$ cat config.mk
export PLATFORM = sky130hd
export DESIGN_NAME = msi_line_ctrl
export DESIGN_NICKNAME = d
export VERILOG_FILES = /design/src/rtl/msi_pkg.sv /design/src/rtl/msi_state_array.sv /design/src/rtl/msi_snoop_unit.sv /design/src/rtl/msi_req_fsm.sv /design/src/rtl/msi_line_ctrl.sv
export SDC_FILE = /design/constraint.sdc
export NUM_CORES = 1
export LEC_CHECK = 0
export ABC_AREA = 1
export ABC_CLOCK_PERIOD_IN_PS = 2340
export BUFFER_PORTS_ARGS = -buffer_cell sky130_fd_sc_hd__buf_2
export CAP_MARGIN = 20
export CELL_PAD_IN_SITES_DETAIL_PLACEMENT = 0
export CELL_PAD_IN_SITES_GLOBAL_PLACEMENT = 1
export CORE_MARGIN = 2
export CORE_UTILIZATION = 38
export DETAILED_ROUTE_END_ITERATION = 8
export PLACE_DENSITY = 0.8
export SYNTH_ARGS = -nofsm -noshare
export SYNTH_HDL_FRONTEND = slang
export SYNTH_HIERARCHICAL = 1
export SYNTH_SLANG_ARGS = --single-unit
$ cat constraint.sdc
create_clock -name clk -period 2.34 [get_ports clk]
set_input_delay 0.117 -clock clk [delete_from_list [all_inputs] [get_ports clk]]
set_output_delay 0.117 -clock clk [all_outputs]
set_load 0.01 [all_outputs]
$ cat src/rtl/msi_pkg.sv
package msi_pkg;

    typedef enum logic [1:0] {
        ST_I = 2'd0,
        ST_S = 2'd1,
        ST_M = 2'd2
    } msi_state_e;

    typedef enum logic [1:0] {
        OP_RD    = 2'd0,
        OP_WR    = 2'd1,
        OP_EVICT = 2'd2
    } cpu_op_e;

    typedef enum logic [2:0] {
        BC_NONE = 3'd0,
        BC_RD   = 3'd1,
        BC_RDX  = 3'd2,
        BC_UPG  = 3'd3,
        BC_WB   = 3'd4
    } bus_cmd_e;

    typedef struct packed {
        logic     hit;
        bus_cmd_e cmd;
        msi_state_e nxt;
    } local_dec_t;

    function automatic local_dec_t decode_local(cpu_op_e op, msi_state_e st);
        local_dec_t d;
        d.hit = 1'b0;
        d.cmd = BC_NONE;
        d.nxt = st;
        case (op)
            OP_RD: begin
                if (st == ST_I) d.cmd = BC_RD;
                else            d.hit = 1'b1;
            end
            OP_WR: begin
                if (st == ST_M)      d.hit = 1'b1;
                else if (st == ST_S) d.cmd = BC_UPG;
                else                 d.cmd = BC_RDX;
            end
            default: begin
                if (st == ST_M) d.cmd = BC_WB;
                else begin
                    d.hit = 1'b1;
                    d.nxt = ST_I;
                end
            end
        endcase
        return d;
    endfunction

    function automatic msi_state_e grant_state(bus_cmd_e cmd);
        case (cmd)
            BC_RD:          return ST_S;
            BC_RDX, BC_UPG: return ST_M;
            default:        return ST_I;
        endcase
    endfunction

endpackage

$ cat src/rtl/msi_state_array.sv
module msi_state_array
    import msi_pkg::*;
#(
    parameter int NUM_LINES = 16,
    localparam int IDX_W = (NUM_LINES > 1) ? $clog2(NUM_LINES) : 1
) (
    input  logic             clk,
    input  logic             rst,
    input  logic             snp_we,
    input  logic [IDX_W-1:0] snp_widx,
    input  msi_state_e       snp_wdata,
    input  logic             loc_we,
    input  logic [IDX_W-1:0] loc_widx,
    input  msi_state_e       loc_wdata,
    input  logic [IDX_W-1:0] ra_idx,
    output msi_state_e       ra_state,
    input  logic [IDX_W-1:0] rb_idx,
    output msi_state_e       rb_state,
    input  logic [IDX_W-1:0] rc_idx,
    output msi_state_e       rc_state
);

    msi_state_e st_q [NUM_LINES];

    // Local writes are computed from the post-snoop state, so they win.
    for (genvar g = 0; g < NUM_LINES; g++) begin : g_line
        always_ff @(posedge clk) begin
            if (rst)
                st_q[g] <= ST_I;
            else if (loc_we && loc_widx == IDX_W'(g))
                st_q[g] <= loc_wdata;
            else if (snp_we && snp_widx == IDX_W'(g))
                st_q[g] <= snp_wdata;
        end
    end

    assign ra_state = st_q[ra_idx];
    assign rb_state = st_q[rb_idx];
    assign rc_state = st_q[rc_idx];

endmodule

$ cat src/rtl/msi_snoop_unit.sv
module msi_snoop_unit
    import msi_pkg::*;
#(
    parameter int SRC_W = 2,
    parameter int MY_ID = 0
) (
    input  logic             snp_valid,
    input  bus_cmd_e         snp_cmd,
    input  logic [SRC_W-1:0] snp_src,
    input  msi_state_e       cur_state,
    output logic             act,
    output msi_state_e       nxt_state,
    output logic             need_flush
);

    logic foreign;
    logic relevant;

    assign foreign  = (snp_src != SRC_W'(MY_ID));
    assign relevant = (snp_cmd == BC_RD) || (snp_cmd == BC_RDX) || (snp_cmd == BC_UPG);
    assign act      = snp_valid && foreign && relevant;

    always_comb begin
        nxt_state = cur_state;
        if (act) begin
            if (snp_cmd == BC_RD) begin
                if (cur_state == ST_M) nxt_state = ST_S;
            end else begin
                nxt_state = ST_I;
            end
        end
    end

    assign need_flush = act && (cur_state == ST_M);

endmodule

$ cat src/rtl/msi_req_fsm.sv
module msi_req_fsm
    import msi_pkg::*;
#(
    parameter int NUM_LINES = 16,
    localparam int IDX_W = (NUM_LINES > 1) ? $clog2(NUM_LINES) : 1
) (
    input  logic             clk,
    input  logic             rst,
    input  logic             cpu_valid,
    input  cpu_op_e          cpu_op,
    input  logic [IDX_W-1:0] cpu_idx,
    input  msi_state_e       cpu_state,
    input  logic             snp_touch,
    input  msi_state_e       snp_nxt,
    input  logic             bus_gnt,
    output logic             cpu_ready,
    output logic             bus_req,
    output bus_cmd_e         bus_cmd,
    output logic [IDX_W-1:0] bus_idx,
    output logic             loc_we,
    output logic [IDX_W-1:0] loc_idx,
    output msi_state_e       loc_state
);

    typedef enum logic {FS_IDLE, FS_WAIT} fsm_e;

    fsm_e             fs_q, fs_d;
    bus_cmd_e         pend_q, pend_d;
    logic [IDX_W-1:0] pidx_q, pidx_d;
    local_dec_t       dec;

    assign dec = decode_local(cpu_op, cpu_state);

    always_comb begin
        fs_d      = fs_q;
        pend_d    = pend_q;
        pidx_d    = pidx_q;
        cpu_ready = 1'b0;
        loc_we    = 1'b0;
        loc_idx   = cpu_idx;
        loc_state = ST_I;
        if (fs_q == FS_IDLE) begin
            if (cpu_valid) begin
                if (dec.hit) begin
                    cpu_ready = 1'b1;
                    loc_we    = (dec.nxt != cpu_state);
                    loc_state = dec.nxt;
                end else begin
                    fs_d   = FS_WAIT;
                    pend_d = dec.cmd;
                    pidx_d = cpu_idx;
                end
            end
        end else begin
            loc_idx = pidx_q;
            if (snp_touch) begin
                if (pend_q == BC_UPG && snp_nxt == ST_I)
                    pend_d = BC_RDX;
                if (pend_q == BC_WB && snp_nxt != ST_M) begin
                    cpu_ready = 1'b1;
                    loc_we    = 1'b1;
                    loc_state = ST_I;
                    fs_d      = FS_IDLE;
                end
            end else if (bus_gnt) begin
                cpu_ready = 1'b1;
                loc_we    = 1'b1;
                loc_state = grant_state(pend_q);
                fs_d      = FS_IDLE;
            end
        end
    end

    always_ff @(posedge clk) begin
        if (rst) begin
            fs_q   <= FS_IDLE;
            pend_q <= BC_NONE;
            pidx_q <= '0;
        end else begin
            fs_q   <= fs_d;
            pend_q <= pend_d;
            pidx_q <= pidx_d;
        end
    end

    assign bus_req = (fs_q == FS_WAIT);
    assign bus_cmd = bus_req ? pend_q : BC_NONE;
    assign bus_idx = pidx_q;

    p_req_hold_r6: assert property (@(posedge clk) disable iff (rst)
        (bus_req && !bus_gnt && !snp_touch) |=> (bus_req && $stable(bus_idx) && $stable(bus_cmd)));

    p_no_ready_wait_r6: assert property (@(posedge clk) disable iff (rst)
        (bus_req && !bus_gnt && !(snp_touch && bus_cmd == BC_WB)) |-> !cpu_ready);

    p_upg_converts_r10: assert property (@(posedge clk) disable iff (rst)
        (bus_req && bus_cmd == BC_UPG && snp_touch && snp_nxt == ST_I) |=> (bus_req && bus_cmd == BC_RDX));

endmodule

$ cat src/rtl/msi_line_ctrl.sv
module msi_line_ctrl
    import msi_pkg::*;
#(
    parameter int NUM_LINES = 16,
    parameter int SRC_W     = 2,
    parameter int MY_ID     = 0,
    localparam int IDX_W = (NUM_LINES > 1) ? $clog2(NUM_LINES) : 1
) (
    input  logic             clk,
    input  logic             rst,
    input  logic             cpu_valid,
    input  logic [1:0]       cpu_op,
    input  logic [IDX_W-1:0] cpu_idx,
    output logic             cpu_ready,
    output logic             bus_req,
    output logic [2:0]       bus_cmd,
    output logic [IDX_W-1:0] bus_idx,
    input  logic             bus_gnt,
    input  logic             snp_valid,
    input  logic [2:0]       snp_cmd,
    input  logic [IDX_W-1:0] snp_idx,
    input  logic [SRC_W-1:0] snp_src,
    output logic             flush,
    output logic [IDX_W-1:0] flush_idx
);

    msi_state_e       st_snp, st_cpu_raw, st_pend, st_cpu, snp_nxt, loc_state;
    logic             snp_act, snp_touch, loc_we;
    logic [IDX_W-1:0] loc_idx;
    bus_cmd_e         bus_cmd_e_w;

    msi_snoop_unit #(.SRC_W(SRC_W), .MY_ID(MY_ID)) u_snoop (
        .snp_valid  (snp_valid),
        .snp_cmd    (bus_cmd_e'(snp_cmd)),
        .snp_src    (snp_src),
        .cur_state  (st_snp),
        .act        (snp_act),
        .nxt_state  (snp_nxt),
        .need_flush (flush)
    );

    assign flush_idx = snp_idx;
    assign st_cpu    = (snp_act && snp_idx == cpu_idx) ? snp_nxt : st_cpu_raw;
    assign snp_touch = snp_act && (snp_idx == bus_idx);

    msi_state_array #(.NUM_LINES(NUM_LINES)) u_array (
        .clk       (clk),
        .rst       (rst),
        .snp_we    (snp_act),
        .snp_widx  (snp_idx),
        .snp_wdata (snp_nxt),
        .loc_we    (loc_we),
        .loc_widx  (loc_idx),
        .loc_wdata (loc_state),
        .ra_idx    (snp_idx),
        .ra_state  (st_snp),
        .rb_idx    (cpu_idx),
        .rb_state  (st_cpu_raw),
        .rc_idx    (bus_idx),
        .rc_state  (st_pend)
    );

    msi_req_fsm #(.NUM_LINES(NUM_LINES)) u_fsm (
        .clk       (clk),
        .rst       (rst),
        .cpu_valid (cpu_valid),
        .cpu_op    (cpu_op_e'(cpu_op)),
        .cpu_idx   (cpu_idx),
        .cpu_state (st_cpu),
        .snp_touch (snp_touch),
        .snp_nxt   (snp_nxt),
        .bus_gnt   (bus_gnt),
        .cpu_ready (cpu_ready),
        .bus_req   (bus_req),
        .bus_cmd   (bus_cmd_e_w),
        .bus_idx   (bus_idx),
        .loc_we    (loc_we),
        .loc_idx   (loc_idx),
        .loc_state (loc_state)
    );

    assign bus_cmd = bus_cmd_e_w;

    p_flush_dirty_r7: assert property (@(posedge clk) disable iff (rst)
        flush |-> (st_snp == ST_M));

    p_own_quiet_r9: assert property (@(posedge clk) disable iff (rst)
        (snp_valid && snp_src == SRC_W'(MY_ID)) |-> !flush);

    p_upg_only_s_r4: assert property (@(posedge clk) disable iff (rst)
        (bus_req && bus_cmd == BC_UPG) |-> (st_pend == ST_S));

    p_rd_grant_s_r2: assert property (@(posedge clk) disable iff (rst)
        (bus_req && bus_gnt && !snp_touch && bus_cmd == BC_RD) |=> (st_pend == ST_S));

    p_wb_grant_i_r11: assert property (@(posedge clk) disable iff (rst)
        (bus_req && bus_gnt && !snp_touch && bus_cmd == BC_WB) |=> (st_pend == ST_I));

    p_wb_cancel_r12: assert property (@(posedge clk) disable iff (rst)
        (bus_req && bus_cmd == BC_WB && snp_touch) |-> cpu_ready);

endmodule

=== Word-level counts from Yosys, hierarchy flattened ===
Memories as Yosys holds them, arrays and structs flattened.
Index checks and enable logic that the tools add are counted.

* Eq/ne operators: 48
* Mux-type cells: 188
* Bitwise gates (word level): 34
* Reductions and logical operators: 52

{| class="wikitable"
|+ Operators by type and width
! operator !! number
|-
| two-way mux 1 bit || 134
|-
| two-way mux 2 bit || 43
|-
| == test 4 bit, second input constant || 16
|-
| logical AND 1 bit || 39
|-
| == test 4 x 3 -> 1 bit, second input constant || 8
|-
| bitwise OR 1 bit || 32
|-
| two-way mux 3 bit || 8
|-
| == test 4 x 2 -> 1 bit, second input constant || 4
|-
| == test 3 x 2 -> 1 bit, second input constant || 4
|-
| == test 4 x 1 -> 1 bit, second input constant || 2
|-
| == test 4 bit || 2
|-
| zero test 4 bit || 2
|-
| one-hot mux 4 bit (2 select lines) || 1
|-
| == test 3 x 1 -> 1 bit, second input constant || 2
|-
| zero test 2 bit || 3
|-
| != test 2 bit, second input constant || 3
|-
| == test 2 x 1 -> 1 bit, second input constant || 2
|-
| == test 2 bit, second input constant || 2
|-
| two-way mux 4 bit || 1
|-
| one-hot mux 2 bit (2 select lines) || 1
|-
| AND reduction 4 bit || 1
|-
| nonzero test 2 bit || 2
|-
| OR reduction 2 bit || 2
|-
| == test 3 bit, second input constant || 1
|-
| other kinds (5) || 7
|}

* Bits in registers: 8
* RAM bits: 32
* Input bits: 20
* Output and inout port bits: 14
* Logic and storage cells: 326
* Memories kept: 1

{| class="wikitable"
|+ Memories
! memory !! words !! bits a word !! rd ports !! clocked after Yosys merged registers in !! write ports !! RTL line !! text
|-
| u_array.st_q || 16 || 2 || 2 || 0 || 16 || msi_state_array.sv:23 || <nowiki>msi_state_e st_q [NUM_LINES];</nowiki>
|}

=== Logic depth before layout (Yosys ltp) ===
Gate-level depths: netlist (run 1).

* Word-level depth: 19
* Depth in mapped cells: 26
* Gate-level depth less buffers: 23

=== By module ===
The synthesis (run 1) kept the hierarchy.

{| class="wikitable"
|+ Modules (own cells, without submodules)
! module !! instances !! cells each !! area each (µm²) !! sequential area each (µm²)
|-
| msi_state_array || 1 || 506 || 3085.5 || 960.9
|-
| msi_req_fsm || 1 || 101 || 591.8 || 160.2
|-
| msi_line_ctrl || 1 || 46 || 206.4 || 0.0
|-
| msi_snoop_unit || 1 || 26 || 110.1 || 0.0
|}

=== Least setup slack after synthesis (run 1) ===
Ideal clock, no wire load.

* Path type: input to register
* Start point: input snp_idx[1]
* End point: memory u_array/st_q[4][1] in the netlist's numbering, data pin
* Data arrival time: 2382 ps
* Required time: 2195 ps
* Setup slack: -186 ps
* Stages on the path: 21
* Path buffers: 2
* Cell sequence: buf_2 -> inv_1 -> nand3_1 -> nand3_1 -> nand3_1 -> nand2_1 -> nand2_1 -> nor2_1 -> nand2_1 -> nand2_1 -> nand4_1 -> nand2_1 -> nand2_1 -> nand2_2 -> nand3_2 -> inv_1 -> nand2_1 -> o21ai_0 -> buf_2 -> nand3_1 -> o21ai_1

{| class="wikitable"
|+ RTL lines
! what !! RTL line !! text
|-
| from (decl) || msi_line_ctrl.sv:21 || <nowiki>input logic [IDX_W-1:0] snp_idx,</nowiki>
|-
| to (decl) || msi_state_array.sv:23 ||
|}

==> results.json, run 1 <==
{
  "run_status": "complete, but fails checks",
  "violations": "negative setup slack",
  "relSlewSlack_pct": 69.5,
  "cts_max_level": 2,
  "wl_met3_um": 594,
  "grt_usage_pct": 23.4,
  "maxCapViolations": 0,
  "worst_pin_slew_ns": 0.456,
  "die_x_um": 102,
  "first_pass_iters": 5,
  "grt_max_degree": 45,
  "end_kind": "flop",
  "drtIter0Drc": 391,
  "cts_buffers": 5,
  "synthCells": 609,
  "ant_nets": 0,
  "portBuffers": 33,
  "initial_core_util_pct": 39.5,
  "worstSkewPairLatency_ns": 0.30,
  "hold_slack_ns": 0.179,
  "avgViaCountPerCell": 4.99,
  "worstSetupPathType": "reg2reg",
  "area_delta_synth_final_pct": 32.8,
  "finalCritPeriodShare_pct": 112,
  "routed_wl_mm": 11.8,
  "path_clk_slew_ns": 0.08,
  "finalHoldViolCount": 0,
  "cts_root_buf": "clkbuf_8",
  "met1_length_mm": 5.39,
  "powerDensity_nw_per_um2": 433,
  "rsz0062_at_grt": "yes",
  "finalClockSkew_ns": 0.00391,
  "drcViolationCount": 0,
  "syn-num-nets": 629,
  "total_power_uw": 2110,
  "dpl.cell_count": 789,
  "syn-cell-area_um2": 3680,
  "clk_path_buf_depth": 2,
  "slew_violations": 0,
  "fin_setup_tns_ns": -13.41,
  "cellLeakagePower_uw": 0.00253,
  "cp_slowest_cell": "edfxtp_1",
  "r2r-start": "u_array/st_q[11][0]",
  "min_from": "cpu_idx[2]",
  "layout-drive-gt1-share_pct": 36.1,
  "setup_viol": 73,
  "setup_slack_ns": -0.290,
  "antenna_found_initial": 0,
  "top_layer": "met4",
  "core_um2": 9330,
  "grt_first_pass_wirelength_mm": 18.7,
  "avgSynthCellArea_um2": 6.04,
  "crit_fanout": 7,
  "place_ws_ns": -0.671,
  "vias": 4083,
  "cp-start-kind": "flop",
  "stdcell_count": 818,
  "post_drt_wl_per_cell_um": 14.5,
  "crit_path_max_incr_delay_ns": 0.39,
  "gp_congestion": 0.931,
  "place_hpwl_mm": 8.87,
  "ir_worst_vdd_mv": 0.214,
  "fillers": 917,
  "rows": 35,
  "fin_crit_ns": 2.63,
  "met2_length_mm": 5.66,
  "worstHoldPathType": "in2reg",
  "die_area_um2": 10500,
  "cp_cell_sequence": "inv_2 > nand2_1 > nand3_1 > nand3_1 > nand3_2 > nand2_2 > nand2_1 > nor2_2 > nand2_1 > nand2_2 > nand4_1 > nand2_4 > nand2_2 > nand2_2 > nand3_2 > inv_2 > nand2_4 > o21ai_4 > buf_6 > inv_1 > o21ai_2",
  "crit_top_cell": "nand2_2",
  "final_nets": 708,
  "fmax_mhz": 380,
  "hold_buffers": 0,
  "final_common_cell": "nand2_1",
  "yosys_warnings": 6,
  "final_cell_mix": "169 x nand2_1, 87 x nand3_1, 77 x inv_1",
  "cts.sinks": 40,
  "chipHeight_um": 102,
  "arrival_ns": 2.76,
  "cts_tree": "built",
  "grt-ovfl-total": 0,
  "design.portCount": 34,
  "cp-startpoint": "u_array/st_q[11][0]",
  "antenna_cells": 0,
  "cp.required_ns": 2.47,
  "grt_pass1_vias": 3789
}
flip-flops by register name (all words and copies together), names as in the netlist:
register / cells
u_fsm/pend_q: 3
u_fsm/bus_idx: 4
u_fsm/bus_req: 1
u_array/st_q: 32
layer usage:
layer | vias up | GRT usage [%]
met5 | - | 0
met4 | 0 | 6.67
li1 | 2063 | -
met1 | 1885 | 32.5
met2 | 118 | 39.0
met3 | 17 | 2.05
worst max-delay path, delay by kind of cell, from the launching register on:
| family | cells | cell delay [ns] |
|---|---|---|
| AOI/OAI and AO/OA | 2 | 0.33 |
| buffers and inverters | 4 | 0.37 |
| DFF | 1 | 0.39 |
| and+or+nand+nor | 15 | 1.37 |
final cells by class:
| type | instances | area [µm²] | area share [%] |
|---|---|---|---|
| Clock buffer | 5 | 68.8 | 1.41 |
| Clock inverter | 3 | 42.5 | 0.871 |
| Inverter | 107 | 412 | 8.43 |
| Multi-Input combinational cell | 438 | 2360 | 48.3 |
| Sequential cell | 40 | 1120 | 22.9 |
| Tap cell | 129 | 161 | 3.30 |
| Timing Repair Buffer | 96 | 718 | 14.7 |
final timing paths:
check	slack [ns]	cells after the start	to
worst max register to register	-0.29	21	u_array/st_q[15][1]
worst min register to register	0.55	2	u_fsm/bus_idx[1]
worst max-delay path	-0.29	21	u_array/st_q[15][1]
worst min-delay path	0.18	3	u_fsm/bus_idx[2]
report_power, final:
| part | switching, µW | leakage [µW] | internal, µW |
|---|---|---|---|
| sequential | 23.0 | 0.000397 | 801 |
| combinational | 446 | 0.00207 | 263 |
| clock | 265 | 0.0000541 | 316 |
| total | 734 | 0.00253 | 1380 |
repair_timing:
item                       4_1_cts  5_1_grt
setup endpoints to repair       73       73
pin swaps                       49       24
setup buffers                   16        5
gates resized for setup         89       61
cloned                           0        0
through the flow:
stage / cell area [µm²] / util (%)
3_3_place_gp: 4170 / 44.7
4_1_cts: 4670 / 50.0
3_5_place_dp: 4170 / 44.7
2_1_floorplan: 3680 / -
6_report: 4890 / 52.4
5_1_grt: 4890 / 52.4
(Power assumes the default switching activity.)
==> run 2, diff against run 1 <==
--- a/config.mk
+++ b/config.mk
@@ -9,12 +9,10 @@
 export ABC_CLOCK_PERIOD_IN_PS = 2340
 export BUFFER_PORTS_ARGS = -buffer_cell sky130_fd_sc_hd__buf_2
 export CAP_MARGIN = 20
-export CELL_PAD_IN_SITES_DETAIL_PLACEMENT = 0
-export CELL_PAD_IN_SITES_GLOBAL_PLACEMENT = 1
-export CORE_MARGIN = 2
-export CORE_UTILIZATION = 38
+export CORE_MARGIN = 8
+export CORE_UTILIZATION = 50
 export DETAILED_ROUTE_END_ITERATION = 8
-export PLACE_DENSITY = 0.8
+export PLACE_DENSITY = 0.74
 export SYNTH_ARGS = -nofsm -noshare
 export SYNTH_HDL_FRONTEND = slang
 export SYNTH_HIERARCHICAL = 1
==> run 2 against run 1 <==
The run still ends with negative setup slack left. Design area increased by 0.87%. Clock skew increased by 0.0029 ns. Fmax decreased by 2.7%. Routed wire length increased by 8.3%. Via count increased by 8.3%. Global-route usage increased by 0.085 points. Utilization increased by 16 points. Count of clock-buffer cells in the layout increased by 1. First-iteration DRC count increased by 3.3%. Setup slack got worse by 0.072 ns.
==> results.json, run 2 (synthesized netlist as in run 1, its figures left out) <==
{
  "worstSkewPairLatency_ns": 0.30,
  "arrival_ns": 2.75,
  "cts_root_buf": "clkbuf_8",
  "end_kind": "flop",
  "powerDensity_nw_per_um2": 436,
  "regMostFlops": "u_array/st_q",
  "cp.required_ns": 2.38,
  "rows": 31,
  "area_delta_synth_final_pct": 33.9,
  "crit_top_cell": "nand2_1",
  "fin_crit_ns": 2.70,
  "post_drt_wl_per_cell_um": 16.2,
  "place_hpwl_mm": 8.55,
  "grt_first_pass_wirelength_mm": 19.1,
  "grt_max_degree": 45,
  "hold_buffers": 0,
  "clk_path_buf_depth": 2,
  "crit_family": "simple AND/OR/NAND/NOR gates",
  "grt-ovfl-total": 0,
  "crit_fanout": 7,
  "path_clk_slew_ns": 0.08,
  "worstHoldPathType": "in2reg",
  "r2r_slack_ns": -0.36,
  "routed_wl_mm": 12.8,
  "die_x_um": 102,
  "final_nets": 711,
  "finalClockSkew_ns": 0.00681,
  "place_ws_ns": -0.389,
  "setup_slack_ns": -0.362,
  "cp_cell_sequence": "inv_2 > nand2_1 > nand3_2 > nand3_1 > nand3_1 > nand2_2 > nor2_1 > nor2_1 > nand2_1 > nand2_2 > nand4_1 > nand2_2 > nand2_1 > o21ai_1 > buf_6 > nand2_4 > inv_2 > nand2_2 > nand2_1 > nor2_1 > nand2_1 > nand2_1",
  "min_from": "cpu_idx[2]",
  "cellLeakagePower_uw": 0.00255,
  "fmax_mhz": 370,
  "setup_viol": 73,
  "antenna_found_initial": 0,
  "core_um2": 7180,
  "cts.sinks": 40,
  "ir_worst_vdd_mv": 0.347,
  "layout-drive-gt1-share_pct": 37.0,
  "cts_buffers": 5,
  "drcViolationCount": 0,
  "first_pass_iters": 6,
  "largest_reg_flops": 32,
  "portBuffers": 33,
  "r2r-start": "u_array/st_q[6][0]",
  "grt_usage_pct": 23.5,
  "worst_pin_slew_ns": 0.430,
  "run_status": "complete, but fails checks",
  "slew_violations": 0,
  "finalHoldViolCount": 0,
  "drtIter0Drc": 404,
  "cp_slowest_cell": "edfxtp_1",
  "vias": 4420,
  "design.portCount": 34,
  "stdcell_count": 791,
  "maxCapViolations": 0,
  "rsz0062_at_grt": "yes",
  "dpl.cell_count": 762,
  "initial_core_util_pct": 51.3,
  "avgViaCountPerCell": 5.59,
  "grt_pass1_vias": 4095,
  "cts_tree": "built",
  "gp_congestion": 0.984,
  "crit_path_max_incr_delay_ns": 0.40,
  "critPathBufInv": 3,
  "final_common_cell": "nand2_1",
  "holdPathEnd": "u_fsm/bus_idx[2]",
  "antenna_cells": 0,
  "cp-start-kind": "flop",
  "ant_nets": 0,
  "final_cell_mix": "176 x nand2_1, 82 x inv_1, 70 x nand3_1",
  "violations": "negative setup slack",
  "relSlewSlack_pct": 71.3,
  "chipHeight_um": 102,
  "worstSetupPathType": "reg2reg",
  "r2r_cells": 22,
  "die_area_um2": 10400,
  "finalCritPeriodShare_pct": 115,
  "r2r-end": "u_array/st_q[0][0]",
  "whs_path_depth": 3,
  "cts_max_level": 2
}
## run 2: where the power goes
group / leakage, µW / internal (µW) / switching [µW]
clock network: 0.0000552 / 317 / 253
registers: 0.000397 / 801 / 22.7
logic: 0.00209 / 274 / 479
## run 2: how the worst max path moves through the flow
stage / start / endpoint / slack (ns) / cells after the start
final: u_array/st_q[6][0] / u_array/st_q[0][0] / -0.36 / 22
after global routing: u_array/st_q[6][0] / u_array/st_q[7][1] / -0.50 / 23
after CTS: u_array/st_q[6][0] / u_array/st_q[4][1] / -0.17 / 22
after detailed placement: snp_idx[0] / u_array/st_q[9][1] / -0.39 / 23
after global placement: snp_idx[0] / u_array/st_q[7][1] / -0.34 / 23
after floorplan: snp_idx[1] / u_array/st_q[4][1] / -0.06 / 21
## run 2: final cells by class
type | count | area [µm²]
clock inverter | 2 | 35.0
inverter | 107 | 409
clock buffer | 6 | 72.6
timing repair buffer | 99 | 737
sequential | 40 | 1120
multi-input combinational | 438 | 2430
fill | 570 | 2250
tap | 99 | 124
## run 2: stage by stage
step | TNS [ns] | total power, µW | hold WS [ns] | cell area [µm²] | util (%)
2_1_floorplan | -0.841 | 1190 | 0.186 | 3680 | -
3_3_place_gp | -16.22 | 1390 | 0.481 | 4150 | 57.9
3_5_place_dp | -19.03 | 1400 | 0.492 | 4150 | 57.9
4_1_cts | -7.74 | 2030 | 0.186 | 4580 | 63.9
5_1_grt | -28.56 | 2240 | 0.233 | 4930 | 68.7
6_report | -17.97 | 2150 | 0.195 | 4930 | 68.7
## run 2: repair_timing
action,in CTS,in global routing
resized for setup,87,73
gates cloned,2,0
setup buffers,7,12
setup endpoints to repair,73,73
pin swaps,40,42
## run 2: worst reg2reg max path, delay by kind of cell, from the launching register on
kind,cells,cell delay (ns)
compound gates,1,0.18
buf+inv,3,0.32
flops,1,0.40
simple gates,18,1.56
## run 2: routing by layer
layer	part of all wire [%]	vias to the layer above	GRT usage, %
met5	0	-	0
met4	4.4	0	9.62
met3	9.5	65	3.44
met2	48	291	39.9
met1	38	1997	28.8
li1	-	2067	-
